File: src/rtl/stk_pkg.sv
package stk_pkg;
  typedef enum logic [1:0] {
    STK_IDLE = 2'd0,
    STK_PUSH = 2'd1,
    STK_PULL = 2'd2
  } stk_op_e;
endpackage

File: src/rtl/stk_ptr.sv
module stk_ptr #(
  parameter int DEPTH = 10,
  parameter int PTR_W = $clog2(DEPTH + 1)
) (
  input  logic             clk,
  input  logic             rst,
  input  logic             clr,
  input  logic             inc,
  input  logic             dec,
  output logic [PTR_W-1:0] level,
  output logic             full,
  output logic             empty
);
  localparam logic [PTR_W-1:0] TOP = PTR_W'(DEPTH);

  always_ff @(posedge clk) begin
    if (rst || clr)
      level <= '0;
    else if (inc)
      level <= level + 1'b1;
    else if (dec)
      level <= level - 1'b1;
  end

  assign full  = (level == TOP);
  assign empty = (level == '0);
endmodule

File: src/rtl/stk_mem.sv
module stk_mem #(
  parameter int DATA_W = 16,
  parameter int DEPTH  = 10,
  parameter int AW     = $clog2(DEPTH)
) (
  input  logic              clk,
  input  logic              we,
  input  logic [AW-1:0]     waddr,
  input  logic [DATA_W-1:0] wdata,
  input  logic              re,
  input  logic [AW-1:0]     raddr,
  output logic [DATA_W-1:0] rdata
);
  logic [DATA_W-1:0] cells [DEPTH];

  always_ff @(posedge clk) begin
    if (we)
      cells[waddr] <= wdata;
  end

  always_ff @(posedge clk) begin
    if (re)
      rdata <= cells[raddr];
  end
endmodule

File: src/rtl/stk_fault.sv
module stk_fault (
  input  logic clk,
  input  logic rst,
  input  logic clr,
  input  logic set,
  input  logic ack,
  output logic irq
);
  always_ff @(posedge clk) begin
    if (rst || clr)
      irq <= 1'b0;
    else if (set)
      irq <= 1'b1;
    else if (ack)
      irq <= 1'b0;
  end
endmodule

File: src/rtl/hw_stack.sv
module hw_stack
  import stk_pkg::*;
#(
  parameter int DATA_W = 16,
  parameter int DEPTH  = 10
) (
  input  logic              clk,
  input  logic              rst,
  input  logic              push_i,
  input  logic              pull_i,
  input  logic              call_i,
  input  logic              ret_i,
  input  logic [DATA_W-1:0] wdata_i,
  input  logic [DATA_W-1:0] pc_i,
  input  logic              clear_i,
  input  logic              fault_ack_i,
  output logic [DATA_W-1:0] pop_data_o,
  output logic              pop_valid_o,
  output logic              pop_is_ret_o,
  output logic              full_o,
  output logic              empty_o,
  output logic              fault_irq_o
);
  localparam int PTR_W = $clog2(DEPTH + 1);
  localparam int AW    = (DEPTH > 1) ? $clog2(DEPTH) : 1;

  logic [PTR_W-1:0] level;
  logic [PTR_W-1:0] level_m1;
  logic             is_full, is_empty;
  stk_op_e          op;
  logic             want_push, want_pull;
  logic             do_push, do_pull, fault_set;
  logic [DATA_W-1:0] push_word;

  // Arbitration: clear beats everything, push-type beats pull-type.
  always_comb begin
    want_push = push_i | call_i;
    want_pull = (pull_i | ret_i) & ~want_push;
    if (clear_i)        op = STK_IDLE;
    else if (want_push) op = STK_PUSH;
    else if (want_pull) op = STK_PULL;
    else                op = STK_IDLE;
    do_push   = (op == STK_PUSH) & ~is_full;
    do_pull   = (op == STK_PULL) & ~is_empty;
    fault_set = ((op == STK_PUSH) & is_full) | ((op == STK_PULL) & is_empty);
    push_word = call_i ? pc_i : wdata_i;
    level_m1  = level - 1'b1;
  end

  stk_ptr #(.DEPTH(DEPTH), .PTR_W(PTR_W)) u_ptr (
    .clk   (clk),
    .rst   (rst),
    .clr   (clear_i),
    .inc   (do_push),
    .dec   (do_pull),
    .level (level),
    .full  (is_full),
    .empty (is_empty)
  );

  stk_mem #(.DATA_W(DATA_W), .DEPTH(DEPTH), .AW(AW)) u_mem (
    .clk   (clk),
    .we    (do_push),
    .waddr (level[AW-1:0]),
    .wdata (push_word),
    .re    (do_pull),
    .raddr (level_m1[AW-1:0]),
    .rdata (pop_data_o)
  );

  stk_fault u_fault (
    .clk (clk),
    .rst (rst),
    .clr (clear_i),
    .set (fault_set),
    .ack (fault_ack_i),
    .irq (fault_irq_o)
  );

  always_ff @(posedge clk) begin
    if (rst) begin
      pop_valid_o  <= 1'b0;
      pop_is_ret_o <= 1'b0;
    end else begin
      pop_valid_o  <= do_pull;
      pop_is_ret_o <= do_pull & ret_i & ~pull_i;
    end
  end

  assign full_o  = is_full;
  assign empty_o = is_empty;
endmodule

File: config.mk
export PLATFORM = sky130hd
export DESIGN_NAME = hw_stack
export DESIGN_NICKNAME = d
export VERILOG_FILES = /design/src/rtl/stk_pkg.sv /design/src/rtl/stk_ptr.sv /design/src/rtl/stk_mem.sv /design/src/rtl/stk_fault.sv /design/src/rtl/hw_stack.sv
export SDC_FILE = /design/constraint.sdc
export NUM_CORES = 1
export LEC_CHECK = 0
export CORE_MARGIN = 3
export CORE_UTILIZATION = 41
export CTS_CLUSTER_SIZE = 12
export DETAILED_ROUTE_END_ITERATION = 8
export PLACE_DENSITY = 0.62
export SETUP_SLACK_MARGIN = 0.1
export SLEW_MARGIN = 20
export SYNTH_ARGS = -nofsm -noshare
export SYNTH_HDL_FRONTEND = slang
export SYNTH_HIERARCHICAL = 1
export SYNTH_SLANG_ARGS = --single-unit
export TNS_END_PERCENT = 50
File: constraint.sdc
create_clock -name clk -period 7.4 [get_ports clk]
set_clock_uncertainty 0.2 [all_clocks]
set_input_delay 1.48 -clock clk [delete_from_list [all_inputs] [get_ports clk]]
set_output_delay 1.48 -clock clk [all_outputs]
set_load 0.02 [all_outputs]
; Word level (Yosys, flattened, before mapping)
; Memory sizes are Yosys's and may differ from the RTL's. A register that Yosys moved wholly into a read port is not among the register bits.
; Cells that the tools add are included.
; Widths: inputs -> output; s select.
[word_totals]
register_bits = 7
ram_bits = 160
input_bits = 40
out_inout_bits = 21
wordCells = 38
memories = 1
[memory_table]
columns = name, depth, word_bits, rd, rd_ports_with_merged_regs, write_ports, line_no
row1 = u_mem.cells, 10, 16, 1, 1, 1, stk_mem.sv:14  ; logic [DATA_W-1:0] cells [DEPTH];
[op_classes]
add_sub_neg = 2
eq_ne = 3
n_mux = 10
bitwise_logic = 14
n_reduce_logical = 4
[op_table]
columns = cell, count
row1 = $mux 16, 1
row2 = $mux 4, 2
row3 = $and 1x1->1, 7
row4 = $mux 2, 3
row5 = $add 4x1->4 const B, 1
row6 = $eq 4x4->1 const B, 1
row7 = $logic_not 4->1, 1
row8 = $mux 1, 4
row9 = $not 1->1, 4
row10 = $reduce_bool 2->1, 2
row11 = $sub 4x1->4 const B, 1
row12 = $or 1x1->1, 3
row13 = $eq 2x1->1 const B, 1
row14 = $eq 2x2->1 const B, 1
row15 = $logic_or 1x1->1, 1

; Depth between registers and ports, before layout
; Gate-level depths: netlist of run 1.
[logic_depth]
ltp_word = 10
ltp_mapped = 9
depth_no_buf = 8

; Modules after synthesis
; The synthesis of run 1 kept the hierarchy.
[modules_own_cells]
columns = module, instances, cells_each, area_each_um2, seq_area_each_um2
row1 = stk_mem, 1, 358, 6872.8, 5285.1
row2 = hw_stack, 1, 37, 352.8, 40.0
row3 = stk_ptr, 1, 31, 305.3, 80.1
row4 = stk_fault, 1, 4, 45.0, 20.0

; Worst setup path before layout of run 1
; OpenSTA, ideal clock, no wires.
[synth_timing]
kind = input to register
from = input call_i
to = memory u_mem.cells[0][0] (enable)
setup_time_ns = 0.409
arrival_ns = 4.192
required_ns = 6.791
path_slack_ns = 2.599
stages = 6
path_buffers = 2
cell_sequence = buf_6 -> buf_2 -> nor2_1 -> nor3_1 -> or3b_2 -> nor3_1
[synth_between]
elab_chain_len = 10
[synth_lines]
columns = element, line_no
row1 = from (decl), hw_stack.sv:11  ; input logic call_i,
row2 = $or 1x1->1 *, hw_stack.sv:37  ; want_push = push_i | call_i;
row3 = $not 1->1, hw_stack.sv:38  ; want_pull = (pull_i | ret_i) & ~want_push;
row4 = $and 1x1->1, hw_stack.sv:38
row5 = $mux 2, hw_stack.sv:41  ; else if (want_pull) op = STK_PULL;
row6 = $mux 2 *, hw_stack.sv:40  ; else if (want_push) op = STK_PUSH;
row7 = $mux 2 *, hw_stack.sv:39  ; if (clear_i) op = STK_IDLE;
row8 = $eq 2x1->1 *, hw_stack.sv:43  ; do_push = (op == STK_PUSH) & ~is_full;
row9 = $and 1x1->1 *, hw_stack.sv:43
row10 = named net do_push, hw_stack.sv:32  ; logic do_push, do_pull, fault_set;
row11 = $mux 1 *, stk_mem.sv:17  ; if (we)
row12 = $mux 1 (implied by the code) *, stk_mem.sv:18  ; cells[waddr] <= wdata;
row13 = to (decl), stk_mem.sv:14
; Mark *: on every way through the listed nets, which the timed path passes. The rest lies on a longest branch.

; Final worst setup path of run 1
[layout_timing]
from = input call_i
to = memory u_mem.cells[5][2] (enable)
; Same word-level chain as after synthesis.

==> results.sh, run 1 <==
export IMPL_drtIter0Drc=251
export IMPL_grt_pass1_wl_mm=22.9
export IMPL_end_kind="flop"
export IMPL_final_cell_mix="edfxtp_1 (176), mux2_2 (64), clkdlybuf4s50_1 (60)"
export IMPL_fin_setup_tns_ns=0
export IMPL_period_needed_ns=4.42
export IMPL_slowest_delay_ns=0.80
export IMPL_cts_buffers=17
export IMPL_synth_area_um2=7580
export IMPL_cts_htree_levels=4
export IMPL_start_util_pct=41.9
export IMPL_ir_worst_vdd_mv=0.174
export IMPL_port_buffers=60
export IMPL_yosys_register_bits=183
export IMPL_syn_to_final_growth_pct=19.4
export IMPL_yosys_most_used_dff="edfxtp_1"
export IMPL_timing_fmax_ghz=0.226
export IMPL_yosys_area_top_type="edfxtp_1"
export IMPL_synth_top_area_share_pct=69.8
export IMPL_slew_headroom_pct=28.7
export IMPL_drive_gt1_share_pct=25.5
export IMPL_ctsHoldBuffers=0
export IMPL_core_region_area_um2=18100
export IMPL_critical_path_arrival_ns=4.33
export IMPL_hold_viol=0
export IMPL_drc=0
export IMPL_cts_tree="built"
export IMPL_cts_setup_buffers=0
export IMPL_ctsResizeCount=0
export IMPL_startpoint_type="input port"
export IMPL_drtPass1Iterations=5
export IMPL_wl_per_cell_um=19.7
export IMPL_ioPinCount=61
export IMPL_syn_inst=430
export IMPL_ys_top_cells_by_area="edfxtp_1 (70%), mux2_2 (9.5%), mux2i_1 (4.5%)"
export IMPL_dp_cells=714
export IMPL_fin_cells=746
export IMPL_die_y_um=142
export IMPL_avgSynthCellArea_um2=17.6
export IMPL_antenna_found_initial=0
export IMPL_routabilityCongestion=0.751
export IMPL_vias=3927
export IMPL_path_class="input port to flop"
export IMPL_die_w_um=142
export IMPL_worstSkewPairLatency_ns=0.42
export IMPL_antenna_left=0
export IMPL_ys_types=39
export IMPL_n_fill_cell=1473
export IMPL_p_leak_nw=3.15
export IMPL_p_per_area_nw_per_um2=244
export IMPL_cts_sinks=183
export IMPL_crit_chain="clkdlybuf4s50_1, buf_4, nor2_1, nor3_2, nand3b_1, nor2_1, buf_4"
export IMPL_maxCapViolCount=0
export IMPL_rsz0062_at_grt="no"
export IMPL_die_area_um2=20100
export IMPL_setup_viol=0
export IMPL_worstMarginPinSlew_ns=1.07
export IMPL_dp_hpwl_mm=9.01
export IMPL_seq_area_frac_synth_pct=71.6
export IMPL_antenna_cells=0
export IMPL_status="finished clean"
export IMPL_synth_edf_count=176
export IMPL_final_common_cell="edfxtp_1"
export IMPL_grtUsageTotal_pct=15.2
export IMPL_seq_area_um2=5430
export IMPL_grt_max_degree=66
export IMPL_final_nets=548
export IMPL_finalMaxSlewViolations=0
export IMPL_via_per_inst=5.26
export IMPL_synth_fp_nets=474
export IMPL_cp_max_fo=19
export IMPL_grt_ovfl_total=0
export IMPL_worstHoldPathType="flop to flop"
export IMPL_async_flop_share_pct=0
export IMPL_yosysWarnings=6
export IMPL_multi_input_area_um2=2030
export IMPL_clockBufferDepth=2
export IMPL_crit_slowest_cell="nor2_1"
export IMPL_placementRows=49
export IMPL_cp_data_required_time_ns=7.32
export IMPL_clkSlewWorstSetupHoldPaths_ns=0.06
export IMPL_cts_root_buf="clkbuf_16"
export IMPL_fin_crit_sh_pct=59.7
export IMPL_first_global_vias=4070
export IMPL_drt_wl_total_mm=14.7
-- per-layer routing --
layer,vias up,global-route usage [%],wire length [um]
met2,110,24.8,7190
met1,1958,20.4,6590
li1,1846,-,-
met4,0,4.70,143
met3,13,3.80,800
met5,-,0,0
-- worst max-delay path: cells and delay by family --
family,cells,cell delay [ns]
buffers and inverters,3,1.08
AND/OR/NAND/NOR,4,1.76
-- synth_stat cells (2+ instances only) --
master,n
a22o_1,16
buf_2,5
buf_4,3
buf_6,4
buf_8,2
clkbuf_1,5
dfxtp_1,7
edfxtp_1,176
ha_1,3
inv_1,5
mux2_2,64
mux2i_1,34
nand2_1,20
nand2b_1,4
nand3_1,2
nand3b_1,2
nor2_1,13
nor3_1,10
nor4b_2,3
o22ai_1,16
o31ai_2,15
xor2_1,4
-- path summary, 6_finish.rpt --
kind	from	endpoint	slack (ns)	cells after the start
worst max-delay path	call_i	u_mem/cells[5][2]	2.98	7
worst min-delay path	u_fault/irq	u_fault/irq	0.39	2
worst max register to register	u_ptr/level[0]	u_mem/cells[5][2]	3.95	5
worst min register to register	u_fault/irq	u_fault/irq	0.39	2
-- sequential cells by signal (all words and copies together) (netlist names) --
name,count
pop_is_ret_o,1
pop_valid_o,1
u_fault/irq,1
u_mem/cells,160
u_mem/rdata,16
u_ptr/level,4
-- metrics by stage --
stage	hold WS (ns)	area [um2]	util (%)	worst slack, ns	total power (W)
5_1_grt	0.419	9050	50.0	2.73	0.00230
3_5_place_dp	0.374	8490	47.0	2.13	0.00139
6_report	0.387	9050	50.0	2.98	0.00221
3_3_place_gp	0.365	8470	46.8	2.24	0.00139
2_1_floorplan	0.379	7580	-	2.60	0.00132
4_1_cts	0.394	9040	50.0	2.59	0.00223
-- power breakdown --
group	internal (W)	switching [W]
Sequential	0.00116	0.00000684
Combinational	0.0000852	0.000115
Clock	0.000491	0.000345
Total	0.00174	0.000467
-- kinds of logic after synthesis --
| group | Yosys count | share of synthesized area (%) |
|---|---|---|
| DFF | 183 | 71.6 |
| buffers and inverters | 25 | 2.18 |
| AOI/OAI and AO/OA | 53 | 6.31 |
| adders and majority gates | 4 | 0.760 |
| xor gates and xnor gates | 4 | 0.462 |
| and+or+nand+nor | 63 | 4.67 |
| muxes | 98 | 14.0 |
-- final cells by class --
type                       count  share of cell area [%]
multi-input combinational    222                    22.5
timing repair buffer          75                    8.11
sequential                   183                    60.0
clock inverter                11                    1.19
inverter                       5                   0.221
tap                          229                    3.17
clock buffer                  21                    4.87
(Power assumes the default switching activity.)
==> inputs of run 2 (changes only) <==
==> constraint.sdc (replaced) <==
create_clock -name clk -period 4.45 [get_ports clk]
set_clock_uncertainty 0.2 [all_clocks]
set_input_delay 0.89 -clock clk [delete_from_list [all_inputs] [get_ports clk]]
set_output_delay 0.89 -clock clk [all_outputs]
set_load 0.02 [all_outputs]
==> run 2 against run 1 <==
Count of clock-buffer cells in the layout is 3 lower. Critical path depth decreased by 5. Critical path type is now flop to output port. Sequential share of layout area shrank 0.98 points. Largest power group unchanged. Hold slack gained 0.010 ns. Clock power grew 89%.
==> results.sh, run 2 (synthesis gave the netlist of run 1 again) <==
export IMPL_final_nets=559
export IMPL_startpoint_type="flop"
export IMPL_dp_hpwl_mm=9.60
export IMPL_antenna_left=0
export IMPL_drtPass1Iterations=4
export IMPL_timing_fmax_ghz=0.303
export IMPL_start_util_pct=41.9
export IMPL_clockBufferDepth=2
export IMPL_grtUsageTotal_pct=15.8
export IMPL_finalMaxSlewViolations=0
export IMPL_r2r_end="u_mem/rdata[9]"
export IMPL_r2r_slack_ns=1.52
export IMPL_first_global_vias=4165
export IMPL_drtIter0Drc=360
export IMPL_hold_viol=0
export IMPL_grt_pass1_wl_mm=23.5
export IMPL_drive_gt1_share_pct=28.2
export IMPL_ioPinCount=61
export IMPL_cts_root_buf="clkbuf_16"
export IMPL_critPathLaunch="u_ptr/level[0]"
export IMPL_wl_per_cell_um=20.3
export IMPL_maxCapViolCount=0
export IMPL_utilization_pct=50.8
export IMPL_die_w_um=142
export IMPL_cp_endpoint="empty_o"
export IMPL_worst_r2r_path_depth=6
export IMPL_cp_data_required_time_ns=3.36
export IMPL_final_common_cell="edfxtp_1"
export IMPL_vias=4015
export IMPL_cp_max_fo=13
export IMPL_routabilityCongestion=0.776
export IMPL_cts_setup_buffers=0
export IMPL_largest_reg_flops=160
export IMPL_cts_htree_levels=4
export IMPL_antenna_found_initial=0
export IMPL_drc=0
export IMPL_placementRows=49
export IMPL_port_buffers=60
export IMPL_core_region_area_um2=18100
export IMPL_ctsHoldBuffers=0
export IMPL_worstSkewPairLatency_ns=0.42
export IMPL_end_kind="output port"
export IMPL_final_cell_mix="edfxtp_1 (176), mux2_2 (64), clkdlybuf4s50_1 (60)"
export IMPL_period_needed_ns=3.30
export IMPL_slew_headroom_pct=36.0
export IMPL_cts_buffers=17
export IMPL_grt_max_degree=56
export IMPL_reg_largest_list="u_mem/cells (160), u_mem/rdata (16), u_ptr/level (4)"
export IMPL_pre_cts_ws_ns=0.774
export IMPL_critical_path_arrival_ns=2.21
export IMPL_report_power_total_w=0.00386
export IMPL_rsz0062_at_grt="no"
export IMPL_fin_crit_sh_pct=74.1
export IMPL_n_fill_cell=1454
export IMPL_place_area_um2=8540
export IMPL_setup_viol=0
export IMPL_r2r_start="u_ptr/level[0]"
export IMPL_fin_ws_ns=1.15
export IMPL_syn_to_final_growth_pct=21.4
export IMPL_cts_tree="built"
export IMPL_antenna_cells=0
export IMPL_p_leak_nw=3.26
export IMPL_ir_worst_vdd_mv=0.283
export IMPL_status="finished clean"
export IMPL_die_area_um2=20100
export IMPL_ctsResizeCount=0
export IMPL_path_class="flop to output port"
export IMPL_via_per_inst=5.30
export IMPL_drt_wl_total_mm=15.4
export IMPL_worstMarginPinSlew_ns=0.960
export IMPL_fin_setup_tns_ns=0
export IMPL_fin_area_um2=9200
export IMPL_clkSlewWorstSetupHoldPaths_ns=0.06
export IMPL_p_per_area_nw_per_um2=419
export IMPL_worstHoldPathType="flop to flop"
export IMPL_cts_sinks=183
export IMPL_grt_ovfl_total=0
export IMPL_die_y_um=142
export IMPL_top_register="u_mem/cells"
==> run 2: cell count changes in the layout (fill, tap and decap cells not counted) <==
cell | previous run | this run
nor3_1 | 6 | 7
inv_6 | 0 | 3
clkinv_4 | 1 | 4
clkbuf_1 | 4 | 1
buf_4 | 14 | 25
nor3_4 | 1 | 0
clkinvlp_4 | 2 | 1
bufinv_16 | 2 | 4
clkinv_1 | 5 | 1
==> run 2: area by class of cell <==
cell class | instances | area (um2) | share of cell area, %
Multi-Input combinational cell | 222 | 2020 | 22.0
Sequential cell | 183 | 5430 | 59.0
Timing Repair Buffer | 86 | 816 | 8.87
Inverter | 5 | 20.0 | 0.218
Clock inverter | 14 | 198 | 2.15
Tap cell | 229 | 287 | 3.12
Clock buffer | 18 | 429 | 4.67
==> run 2: worst min-delay path by stage <==
stage / start / endpoint / slack, ns / cells past startpoint
floorplan: u_ptr/level[3] / u_ptr/level[3] / 0.38 / 2
global placement: u_fault/irq / u_fault/irq / 0.37 / 2
detailed placement: u_fault/irq / u_fault/irq / 0.37 / 2
CTS: u_fault/irq / u_fault/irq / 0.41 / 2
global route: u_fault/irq / u_fault/irq / 0.45 / 2
finish: u_fault/irq / u_fault/irq / 0.40 / 2
==> run 2: through the flow <==
step / std cells / hold slack [ns]
after detailed placement: 724 / 0.374
after global routing: 757 / 0.447
after CTS: 756 / 0.406
final: 757 / 0.398
after global placement: 724 / 0.368
after floorplan: 430 / 0.379
==> run 2: critical path, stage by stage (launching register included) <==
cell             delay, ns
dfxtp_1               0.49
nor4_1                0.58
clkdlybuf4s50_1       0.71
==> run 2: power breakdown <==
| part | total [W] | internal, W | leakage (nW) | switching, W |
|---|---|---|---|---|
| registers | 0.00194 | 0.00193 | 1.65 | 0.0000117 |
| clock network | 0.00158 | 0.000946 | 0.303 | 0.000634 |
| logic | 0.000333 | 0.000143 | 1.30 | 0.000190 |
==> run 2: layer usage <==
metal  GRT usage (%)  up-vias  part of all wire (%)
met4            5.45        0                   1.5
met5               0        -                     0
met1            21.1     2019                    45
met2            25.8       97                    49
met3            3.53       19                   4.5
li1                -     1880                     -
